## src/rtl/dcnt_pkg.sv

```systemverilog
package dcnt_pkg;

    localparam int DW       = 32;
    localparam int NBYTE    = DW / 8;
    localparam int CTRL_W   = 16;
    localparam int START_W  = 8;
    localparam int PSC_W    = 3;
    localparam int PDIV_W   = 10;
    localparam int BIT_IE   = 5;
    localparam int BIT_UF   = 8;

    typedef struct packed {
        logic [DW-1:0]    rld;
        logic [DW-1:0]    cnt;
        logic [PSC_W-1:0] psc;
        logic             ie;
        logic             uf;
    } chan_st_t;

    function automatic logic [DW-1:0] byte_merge(
        input logic [DW-1:0]    old_v,
        input logic [DW-1:0]    new_v,
        input logic [NBYTE-1:0] be
    );
        logic [DW-1:0] r;
        r = old_v;
        for (int b = 0; b < NBYTE; b++) begin
            if (be[b]) r[b*8 +: 8] = new_v[b*8 +: 8];
        end
        return r;
    endfunction

    // terminal value of the divisor counter (divisor minus one)
    function automatic logic [PDIV_W-1:0] psc_limit(input logic [PSC_W-1:0] code);
        case (code)
            3'd0:    return PDIV_W'(3);
            3'd1:    return PDIV_W'(15);
            3'd2:    return PDIV_W'(63);
            3'd3:    return PDIV_W'(255);
            default: return PDIV_W'(1023);
        endcase
    endfunction

endpackage

```

## src/rtl/dcnt_prescaler.sv

```systemverilog
module dcnt_prescaler
    import dcnt_pkg::*;
(
    input  logic             clk,
    input  logic             rst_n,
    input  logic             run,
    input  logic [PSC_W-1:0] code,
    output logic             tick
);

    logic [PDIV_W-1:0] div_d, div_q;
    logic [PDIV_W-1:0] lim;

    always_comb begin
        lim   = psc_limit(code);
        // >= so that a switch to a shorter divisor never overshoots
        tick  = run && (div_q >= lim);
        div_d = div_q + PDIV_W'(1);
        if (!run || tick) div_d = '0;
    end

    always_ff @(posedge clk) begin
        if (!rst_n) div_q <= '0;
        else        div_q <= div_d;
    end

endmodule

```

## src/rtl/dcnt_channel.sv

```systemverilog
module dcnt_channel
    import dcnt_pkg::*;
(
    input  logic              clk,
    input  logic              rst_n,
    input  logic              run,
    input  logic              wr_rld,
    input  logic              wr_cnt,
    input  logic              wr_ctrl,
    input  logic [NBYTE-1:0]  be,
    input  logic [DW-1:0]     wdata,
    output logic [DW-1:0]     rld,
    output logic [DW-1:0]     cnt,
    output logic [CTRL_W-1:0] ctrl,
    output logic              uf,
    output logic              tick,
    output logic              irq
);

    chan_st_t st_d, st_q;
    logic     under;

    dcnt_prescaler u_psc (
        .clk  (clk),
        .rst_n(rst_n),
        .run  (run),
        .code (st_q.psc),
        .tick (tick)
    );

    always_comb begin
        st_d  = st_q;
        under = tick && (st_q.cnt == '0);

        if (tick) begin
            if (under) st_d.cnt = st_q.rld;
            else       st_d.cnt = st_q.cnt - DW'(1);
        end

        if (wr_rld) st_d.rld = byte_merge(st_q.rld, wdata, be);
        // bus write takes priority over the hardware reload
        if (wr_cnt) st_d.cnt = byte_merge(st_q.cnt, wdata, be);

        if (wr_ctrl) begin
            if (be[0]) begin
                st_d.psc = wdata[PSC_W-1:0];
                st_d.ie  = wdata[BIT_IE];
            end
            if (be[1] && !wdata[BIT_UF]) st_d.uf = 1'b0;
        end
        // a fresh underflow beats a clearing write
        if (under) st_d.uf = 1'b1;
    end

    always_ff @(posedge clk) begin
        if (!rst_n) begin
            st_q.rld <= '1;
            st_q.cnt <= '1;
            st_q.psc <= '0;
            st_q.ie  <= 1'b0;
            st_q.uf  <= 1'b0;
        end else begin
            st_q <= st_d;
        end
    end

    always_comb begin
        ctrl                = '0;
        ctrl[PSC_W-1:0]     = st_q.psc;
        ctrl[BIT_IE]        = st_q.ie;
        ctrl[BIT_UF]        = st_q.uf;
        rld                 = st_q.rld;
        cnt                 = st_q.cnt;
        uf                  = st_q.uf;
        irq                 = st_q.uf & st_q.ie;
    end

endmodule

```

## src/rtl/dcnt_regbus.sv

```systemverilog
module dcnt_regbus
    import dcnt_pkg::*;
#(
    parameter int NCH = 3,
    parameter int AW  = 6
) (
    input  logic [AW-1:0]               addr,
    input  logic                        we,
    input  logic [NBYTE-1:0]            be,
    input  logic [NCH-1:0]              start,
    input  logic [NCH-1:0][DW-1:0]      rld,
    input  logic [NCH-1:0][DW-1:0]      cnt,
    input  logic [NCH-1:0][CTRL_W-1:0]  ctrl,
    output logic                        wr_start,
    output logic [NCH-1:0]              wr_rld,
    output logic [NCH-1:0]              wr_cnt,
    output logic [NCH-1:0]              wr_ctrl,
    output logic [DW-1:0]               rdata
);

    localparam int WW = AW - 2;

    logic [WW-1:0] word;
    logic          unused_lsb;

    assign word       = addr[AW-1:2];
    assign unused_lsb = ^addr[1:0];
    assign wr_start   = we && be[0] && (word == '0);

    for (genvar n = 0; n < NCH; n++) begin : g_dec
        localparam logic [WW-1:0] W_RLD  = WW'(1 + 3*n);
        localparam logic [WW-1:0] W_CNT  = WW'(2 + 3*n);
        localparam logic [WW-1:0] W_CTRL = WW'(3 + 3*n);
        assign wr_rld[n]  = we && (word == W_RLD);
        assign wr_cnt[n]  = we && (word == W_CNT);
        assign wr_ctrl[n] = we && (word == W_CTRL);
    end

    always_comb begin
        rdata = '0;
        if (word == '0) rdata[NCH-1:0] = start;
        for (int i = 0; i < NCH; i++) begin
            if (word == WW'(1 + 3*i)) rdata = rld[i];
            if (word == WW'(2 + 3*i)) rdata = cnt[i];
            if (word == WW'(3 + 3*i)) rdata = {{(DW-CTRL_W){1'b0}}, ctrl[i]};
        end
    end

endmodule

```

## src/rtl/dcnt_timer.sv

```systemverilog
module dcnt_timer
    import dcnt_pkg::*;
#(
    parameter int NCH = 3,
    parameter int AW  = 6
) (
    input  logic             clk,
    input  logic             rst_n,
    input  logic [AW-1:0]    bus_addr,
    input  logic             bus_we,
    input  logic [3:0]       bus_be,
    input  logic [31:0]      bus_wdata,
    output logic [31:0]      bus_rdata,
    output logic [NCH-1:0]   irq
);

    logic [NCH-1:0]              start_d, start_q;
    logic                        wr_start;
    logic [NCH-1:0]              wr_rld, wr_cnt, wr_ctrl;
    logic [NCH-1:0][DW-1:0]      rld_w, cnt_w;
    logic [NCH-1:0][CTRL_W-1:0]  ctrl_w;
    logic [NCH-1:0]              uf_w, tick_w;

    dcnt_regbus #(.NCH(NCH), .AW(AW)) u_bus (
        .addr    (bus_addr),
        .we      (bus_we),
        .be      (bus_be),
        .start   (start_q),
        .rld     (rld_w),
        .cnt     (cnt_w),
        .ctrl    (ctrl_w),
        .wr_start(wr_start),
        .wr_rld  (wr_rld),
        .wr_cnt  (wr_cnt),
        .wr_ctrl (wr_ctrl),
        .rdata   (bus_rdata)
    );

    always_comb begin
        start_d = start_q;
        if (wr_start) start_d = bus_wdata[NCH-1:0];
    end

    always_ff @(posedge clk) begin
        if (!rst_n) start_q <= '0;
        else        start_q <= start_d;
    end

    for (genvar n = 0; n < NCH; n++) begin : g_ch
        dcnt_channel u_ch (
            .clk    (clk),
            .rst_n  (rst_n),
            .run    (start_q[n]),
            .wr_rld (wr_rld[n]),
            .wr_cnt (wr_cnt[n]),
            .wr_ctrl(wr_ctrl[n]),
            .be     (bus_be),
            .wdata  (bus_wdata),
            .rld    (rld_w[n]),
            .cnt    (cnt_w[n]),
            .ctrl   (ctrl_w[n]),
            .uf     (uf_w[n]),
            .tick   (tick_w[n]),
            .irq    (irq[n])
        );
    end

endmodule

```

## config.mk

```make
export PLATFORM = sky130hd
export DESIGN_NAME = dcnt_timer
export DESIGN_NICKNAME = d
export VERILOG_FILES = /design/src/rtl/dcnt_pkg.sv /design/src/rtl/dcnt_prescaler.sv /design/src/rtl/dcnt_channel.sv /design/src/rtl/dcnt_regbus.sv /design/src/rtl/dcnt_timer.sv
export SDC_FILE = /design/constraint.sdc
export NUM_CORES = 1
export LEC_CHECK = 0
export ABC_AREA = 1
export BUFFER_PORTS_ARGS = -buffer_cell sky130_fd_sc_hd__clkbuf_2
export CAP_MARGIN = 20
export CELL_PAD_IN_SITES_DETAIL_PLACEMENT = 1
export CELL_PAD_IN_SITES_GLOBAL_PLACEMENT = 1
export CORE_MARGIN = 8
export CORE_UTILIZATION = 29
export DETAILED_ROUTE_END_ITERATION = 10
export PLACE_DENSITY_LB_ADDON = 0.1
export SYNTH_ARGS = -nofsm -noshare
export SYNTH_HDL_FRONTEND = slang
export SYNTH_SLANG_ARGS = --single-unit
export TNS_END_PERCENT = 50
```

## constraint.sdc

```tcl
create_clock -name clk -period 2.34 [get_ports clk]
set_input_delay 0.234 -clock clk [delete_from_list [all_inputs] [get_ports clk]]
set_output_delay 0.234 -clock clk [all_outputs]
set_load 0.03 [all_outputs]
```

Word level (Yosys, flattened, before mapping)
Cells that the tools add are included.
Storage, ports and cells
  bits of input ports: 45
  output and inout bits: 35
  register bits after elaboration: 240
  ROM bits: 0
  word-level logic and storage cells: 187
  latch bits: 0
  memories kept: 0
  memory bits (writable): 0
Operators by class
  shifts and indexed selects: 0
  add/subtract/negate cells: 6
  bitwise gates (word level): 4
  $mul: 0
  div/mod/pow operators: 0
  order comparisons: 3
  mux-type cells: 33
  reductions and logical operators: 74
  eq/ne operators: 30
Operators by type and width (count)
  two-way mux 32 bit: 18
  one-hot mux 10 bit (4 select lines): 3
  zero test 32 bit: 3
  subtractor 32 x 1 -> 32 bit (second input constant): 3
  AND reduction 2 bit: 30
  two-way mux 8 bit: 4
  adder 10 x 1 -> 10 bit (second input constant): 3
  >= comparator 10 bit: 3
  != test 2 bit (second input constant): 12
  equality test 3 x 2 -> 1 bit (second input constant): 6
  logical AND 1 bit: 18
  nonzero test 2 bit: 9
  equality test 4 x 3 -> 1 bit (second input constant): 4
  equality test 3 x 1 -> 1 bit (second input constant): 3
  zero test 3 bit: 3
  equality test 4 x 2 -> 1 bit (second input constant): 2
  equality test 4 bit (second input constant): 2
  two-way mux 1 bit: 7
  OR reduction 2 bit: 3
  equality test 4 x 1 -> 1 bit (second input constant): 1
  zero test 1 bit: 4
  zero test 4 bit: 1
  AND 1 bit: 3
  logical OR 1 bit: 3
  2 further kinds: 2

Longest topological paths before layout
  depth in word-level cells: 11
  depth in mapped cells: 15
  depth with buffers taken out: 14

Cells and area by module
Synthesis repeated with hierarchy kept, for this count alone.
Second synthesis, totals
  cells, all modules: 2932
  area total of the unflattened synthesis: 16955.0 um2
Modules (own cells, without submodules)
  dcnt_channel: area each 4282.9 um2, sequential area each 1381.3 um2, cells an instance 735, instances 3
  dcnt_regbus: area each 2019.4 um2, sequential area each 0.0 um2, cells an instance 460, instances 1
  dcnt_prescaler: area each 656.9 um2, sequential area each 200.2 um2, cells an instance 83, instances 3
  dcnt_timer: area each 116.4 um2, sequential area each 60.1 um2, cells an instance 18, instances 1

Least setup slack after synthesis
Ideal clock, no wire load.
  path kind: register to register
  start point: reg g_ch[1].u_ch.st_q, in the netlist g_ch[1].u_ch.ctrl[1]
  end point: reg g_ch[1].u_ch.cnt[3] (netlist name)
  library setup time: 0.112 ns
  buffers on the path: 1
  data required time: 2.228 ns
  stages on the path, launching flop included: 16
  arrival: 1.768 ns
  clock period less this slack: 1.880 ns
  path slack: 0.460 ns
  path through: dfxtp_1 -> nor3_1 -> ha_1 -> nand2_1 -> nand2_1 -> nand2_1 -> nand2_1 -> nand2_1 -> nand3_2 -> nand3_2 -> buf_4 -> nand2_1 -> inv_2 -> nor2_1 -> nand2_1 -> nand2_1
Between the ends
  cells in the longest elaborated chain, start to end: 8
  elaborated cells on any way between the ends: 13
  classes of those cells: order compare: 1; eq/ne: 3; mux: 4; reduce/logical: 5
Ends and longest elaborated chain
  start: declaration: RTL line dcnt_channel.sv:20  | chan_st_t st_d, st_q;
  start signal: assignment: RTL line dcnt_channel.sv:63  | st_q <= st_d;
  equality test 3 x 2 -> 1 bit, or another cell as far along: RTL line dcnt_pkg.sv:35  | case (code)
  one-hot mux 10 bit (4 select lines) *: RTL line dcnt_pkg.sv:35
  >= comparator 10 bit *: RTL line dcnt_prescaler.sv:17  | tick = run && (div_q >= lim);
  logical AND 1 bit *: RTL line dcnt_prescaler.sv:17
  logical AND 1 bit: RTL line dcnt_channel.sv:33  | under = tick && (st_q.cnt == '0);
  two-way mux 32 bit: RTL line dcnt_channel.sv:36  | if (under) st_d.cnt = st_q.rld;
  two-way mux 32 bit: RTL line dcnt_channel.sv:35  | if (tick) begin
  two-way mux 32 bit: RTL line dcnt_channel.sv:42  | if (wr_cnt) st_d.cnt = byte_merge(st_q.cnt, wdata, be);
Mark *: on every way between the ends. The rest lies on a longest branch, timed or not. The select of a mux whose other input is x is not followed.
A chain may end at the register's enable or synchronous reset.

Worst setup path after layout
  start point: reg g_ch[0].u_ch.cnt[4] (netlist name)
  end point: out bus_rdata[4]
Between the ends
  cells in the longest elaborated chain, start to end: 8
Ends and longest elaborated chain
  two-way mux 32 bit: RTL line dcnt_regbus.sv:44  | if (word == WW'(2 + 3*i)) rdata = cnt[i];
  two-way mux 32 bit: RTL line dcnt_regbus.sv:45  | if (word == WW'(3 + 3*i)) rdata = {{(DW-CTRL_W){1'b0}}, ctrl[i]};
  two-way mux 32 bit: RTL line dcnt_regbus.sv:43  | if (word == WW'(1 + 3*i)) rdata = rld[i];
  two-way mux 32 bit: RTL line dcnt_regbus.sv:44
  two-way mux 32 bit: RTL line dcnt_regbus.sv:45
  two-way mux 32 bit: RTL line dcnt_regbus.sv:43
  two-way mux 32 bit: RTL line dcnt_regbus.sv:44
  two-way mux 32 bit: RTL line dcnt_regbus.sv:45
  end: declaration: RTL line dcnt_timer.sv:13  | output logic [31:0] bus_rdata,
Every way passes these cells.

==> metrics.md <==
| Metric | Value |
|---|---|
| Run status | `complete, no violations` |
| Core area | `0.0573 sq mm` |
| First-pass GRT wire length | `124000 microns` |
| Largest net degree at the start of global routing | `56` |
| Initial antenna violation count | `3` |
| Slew @ Worst Pin | `0.622 ns` |
| Final period util | `95.6%` |
| Hold crit path type | `in2reg` |
| Switching Fraction | `28.3%` |
| Top cell family by delay on the critical path | `buffers and inverters` |
| Crit path top cell by count | `buf_4` |
| Routed WL | `82600 microns` |
| Sink Count | `240` |
| Worst Setup Start Kind | `register` |
| Clock Power Share | `51.2%` |
| Avg Vias per Cell | `5.20` |
| Hold Path Sink | `g_ch[1].u_ch.cnt[19]` |
| DR WL/cell | `22.1 microns` |
| GRT Resource Usage Total | `24.4%` |
| Die Y | `256 microns` |
| Buf/Inv on CP | `4` |
| Worst Hold Launch | `bus_wdata[19]` |
| CTS Buffer Depth | `3` |
| CTS H-Tree Depth | `2` |
| Synth top area share | `28.8%` |
| Reg2reg path depth | `8` |
| Hold depth | `5` |
| CTS Root Cell | `clkbuf_16` |
| Sequential Power Share | `39.0%` |
| Placed cells | `3664` |
| RR Endpoint | `g_ch[1].u_ch.uf` |
| Die W | `256 microns` |
| RePlAce Congestion | `0.898` |
| Port bufs | `77` |
| Fin cells | `3734` |
| Area grow syn2layout | `21.6%` |
| Syn Area/Cell | `6.00 sq um` |
| Arr. time, crit path | `2.00 ns` |
| Initial Util | `29.2%` |
| Reg clk slew, reported paths | `0.06 ns` |
| Slew Limit Headroom | `58.5%` |
| Io pins | `80` |
| Max FO, Critical Path | `5` |
| MaxCap Viol Count | `0` |
| Stages on worst setup path | `7` |
| Final Setup Violations | `0` |
| Max incr delay on CP | `0.36 ns` |
| Setup TNS | `0 ns` |
| Worst Clk Skew | `0.0231 ns` |
| Die area | `0.0655 sq mm` |
| Lkg Pwr | `10.3 nW` |
| Pre-CTS setup slack | `-0.0336 ns` |
| Crit-path slowest cell | `dfxtp_1` |
| CP required | `2.11 ns` |
| Global route overflow | `0` |
| Netlist Area Pre-Place | `0.0167 sq mm` |
| CP Capture Type | `primary output` |
| Yosys top cell by area | `dfxtp_1` |
| # hold bufs at CTS | `0` |
| Psw | `3.04 mW` |
| Cell variety after synth | `37` |
| Tot Pwr | `10.7 mW` |
| TritonCTS clock tree | `built` |
| Final #Nets | `3018` |
| Net Count, Synth | `2859` |
| Synth Register Bits | `240` |
| Pwr Density | `529 mW/mm^2` |
| Fin. max-slew vios | `0` |
| Row Count | `88` |
| Number of global-route vias before repair | `20100` |
| Post-layout utilization of the core | `35.5%` |
| Logic pwr share | `9.8%` |
| Warnings, synthesis | `0` |
| Maximum clock frequency | `447 MHz` |
| Worst IR Drop VDD | `0.369 mV` |
| Synth area leaders | `dfxtp_1 29%, nand2_1 21%, nor2_1 8.2%` |
| Hold Fails Final Rpt | `0` |
| Setup CP Type | `reg2out` |
| Setup WS post-layout | `0.103 ns` |
| Setup slack, reg-to-reg | `0.16 ns` |
| CTS buffer count | `36` |
| Cells along the critical path | `inv_1, nor2_1, a221oi_1, buf_4, o2111ai_2, buf_4, clkbuf_2` |
| DR DRC count | `0` |
| Drt pass-1 iters | `5` |
| Detailed placement HPWL | `64900 microns` |
| Syn Inst Count | `2784` |
| FF-to-FF Start | `g_ch[1].u_ch.cnt[0]` |
| Clock latency at the later pin of the worst-skew pair | `0.56 ns` |
| Internal power | `7.69 mW` |
| Final min period | `2.24 ns` |
| DR iter-0 viols | `1196` |
| Sequential-to-total area share from yosys stat | `28.8%` |
| Final ANT Viol Nets | `0` |
| DR vias | `19400` |
| Share of layout cells above drive strength 1 | `13.3%` |
==> worst reg2reg max path, cell delays in order (launching register included) <==
cell     delay, ns
dfxtp_1       0.31
inv_1         0.11
ha_2          0.35
inv_1         0.09
nor2_2        0.28
nand2_1       0.14
nor3_1        0.25
nand4_1       0.35
a21oi_1       0.23
==> kinds of logic (layout without fill, tap and decap cells) <==
family,count (synthesis),in the layout,synth area share [%]
other,0,1,0
DFF,240,240,28.8
and+or+nand+nor,1751,1752,45.0
buffers and inverters,443,626,10.9
xor gates and xnor gates,55,55,2.89
AOI/OAI and AO/OA,265,265,10.2
adders and majority gates,30,30,2.25
==> placed cells by master (no fill, tap or decap), drive strengths merged <==
cell type / Yosys / layout
a21o: 1 / 1
a21oi: 56 / 56
a221oi: 27 / 27
a31oi: 1 / 1
buf: 64 / 174
bufinv: 0 / 2
clkbuf: 67 / 126
clkinv: 4 / 10
clkinvlp: 0 / 4
dfxtp: 240 / 240
diode: 0 / 1
ha: 30 / 30
inv: 308 / 310
nand2: 931 / 931
nand3: 284 / 285
nand4: 129 / 129
nor2: 389 / 389
nor3: 12 / 12
nor3b: 3 / 3
o2111ai: 27 / 27
o211a: 1 / 1
o211ai: 64 / 64
o21ai: 86 / 86
o22ai: 2 / 2
or2: 2 / 2
or3: 1 / 1
xnor2: 11 / 11
xor2: 44 / 44
==> layout make-up <==
| type | instances | area, sq um |
|---|---|---|
| fillers | 7542 | 37000 |
| multi-input cells | 2102 | 10200 |
| flip-flops and latches | 240 | 4810 |
| repair buffers | 251 | 2030 |
| inverters | 312 | 1170 |
| clock buffers | 49 | 1010 |
| well taps | 765 | 957 |
| clock inverters | 14 | 138 |
| diodes | 1 | 2.50 |
==> registers in the layout (all words and copies together), names as in the netlist <==
signal	cells
g_ch.u_ch.u_psc.div_q	30
g_ch.u_ch.uf	3
g_ch.u_ch.cnt	96
start_q	3
g_ch.u_ch.ctrl	12
g_ch.u_ch.rld	96
==> worst max-delay path by stage <==
| stage | startpoint | endpoint |
|---|---|---|
| 5_1_grt | g_ch[0].u_ch.ctrl[0] | g_ch[0].u_ch.cnt[3] |
| 2_1_floorplan | g_ch[1].u_ch.ctrl[1] | g_ch[1].u_ch.cnt[3] |
| 3_3_place_gp | g_ch[1].u_ch.cnt[0] | g_ch[1].u_ch.uf |
| 6_report | g_ch[0].u_ch.cnt[4] | bus_rdata[4] |
| 3_5_place_dp | g_ch[0].u_ch.ctrl[2] | g_ch[0].u_ch.cnt[3] |
| 4_1_cts | g_ch[0].u_ch.ctrl[2] | g_ch[0].u_ch.cnt[0] |
==> metrics by stage <==
stage          hold WS [ns]  area (sq um)
2_1_floorplan         0.360         16700
3_3_place_gp          0.445         18900
3_5_place_dp          0.461         18900
4_1_cts              0.0148         20100
5_1_grt              0.0527         20300
6_report             0.0404         20300
==> power by group through the flow <==
stage,Combinational [mW],Clock (mW),Sequential (mW)
2_1_floorplan,0.522,0,4.26
5_1_grt,1.12,5.78,4.19
6_report,1.05,5.49,4.19
3_5_place_dp,1.05,0,4.27
3_3_place_gp,1.04,0,4.27
4_1_cts,1.05,5.62,4.19
==> cells in the mapped netlist <==
| master | n |
|---|---|
| a31oi_1 | 1 |
| o211ai_1 | 64 |
| nand3_2 | 6 |
| xor2_1 | 44 |
| xnor2_1 | 11 |
| o2111ai_1 | 27 |
| ha_1 | 30 |
| nand2_2 | 9 |
| nor2_1 | 366 |
| or2_2 | 2 |
| nand4_1 | 129 |
| o211a_1 | 1 |
| nor3_1 | 12 |
| clkinv_1 | 4 |
| inv_2 | 20 |
| clkbuf_1 | 67 |
| o21ai_1 | 3 |
| buf_6 | 9 |
| buf_2 | 24 |
| o22ai_1 | 2 |
| a221oi_1 | 27 |
| a21oi_1 | 56 |
| or3_1 | 1 |
| nor3b_1 | 3 |
| inv_1 | 288 |
| nor2_4 | 9 |
| nor2_2 | 13 |
| buf_4 | 16 |
| nand3_1 | 274 |
| nand2_1 | 921 |
| a21o_1 | 1 |
| o21ai_0 | 83 |
| nand2_4 | 1 |
| dfxtp_1 | 240 |
| buf_1 | 15 |
| nor2_8 | 1 |
| nand3_4 | 4 |
==> metal layers <==
metal | wire length [microns] | GRT usage [%]
met1 | 37200 | 31.6
met4 | 3300 | 9.81
met2 | 37600 | 39.8
met5 | 12 | 0
met3 | 4530 | 4.25
==> what timing repair did <==
| action | in CTS | in global routing |
|---|---|---|
| gates resized for setup | 6 | 30 |
| buffers inserted | 0 | 4 |
| endpoints found under the setup margin | 15 | 110 |
| cloned | 0 | 2 |
| pin swaps | 0 | 5 |
Note: power is estimated with default switching activity, not from simulation.
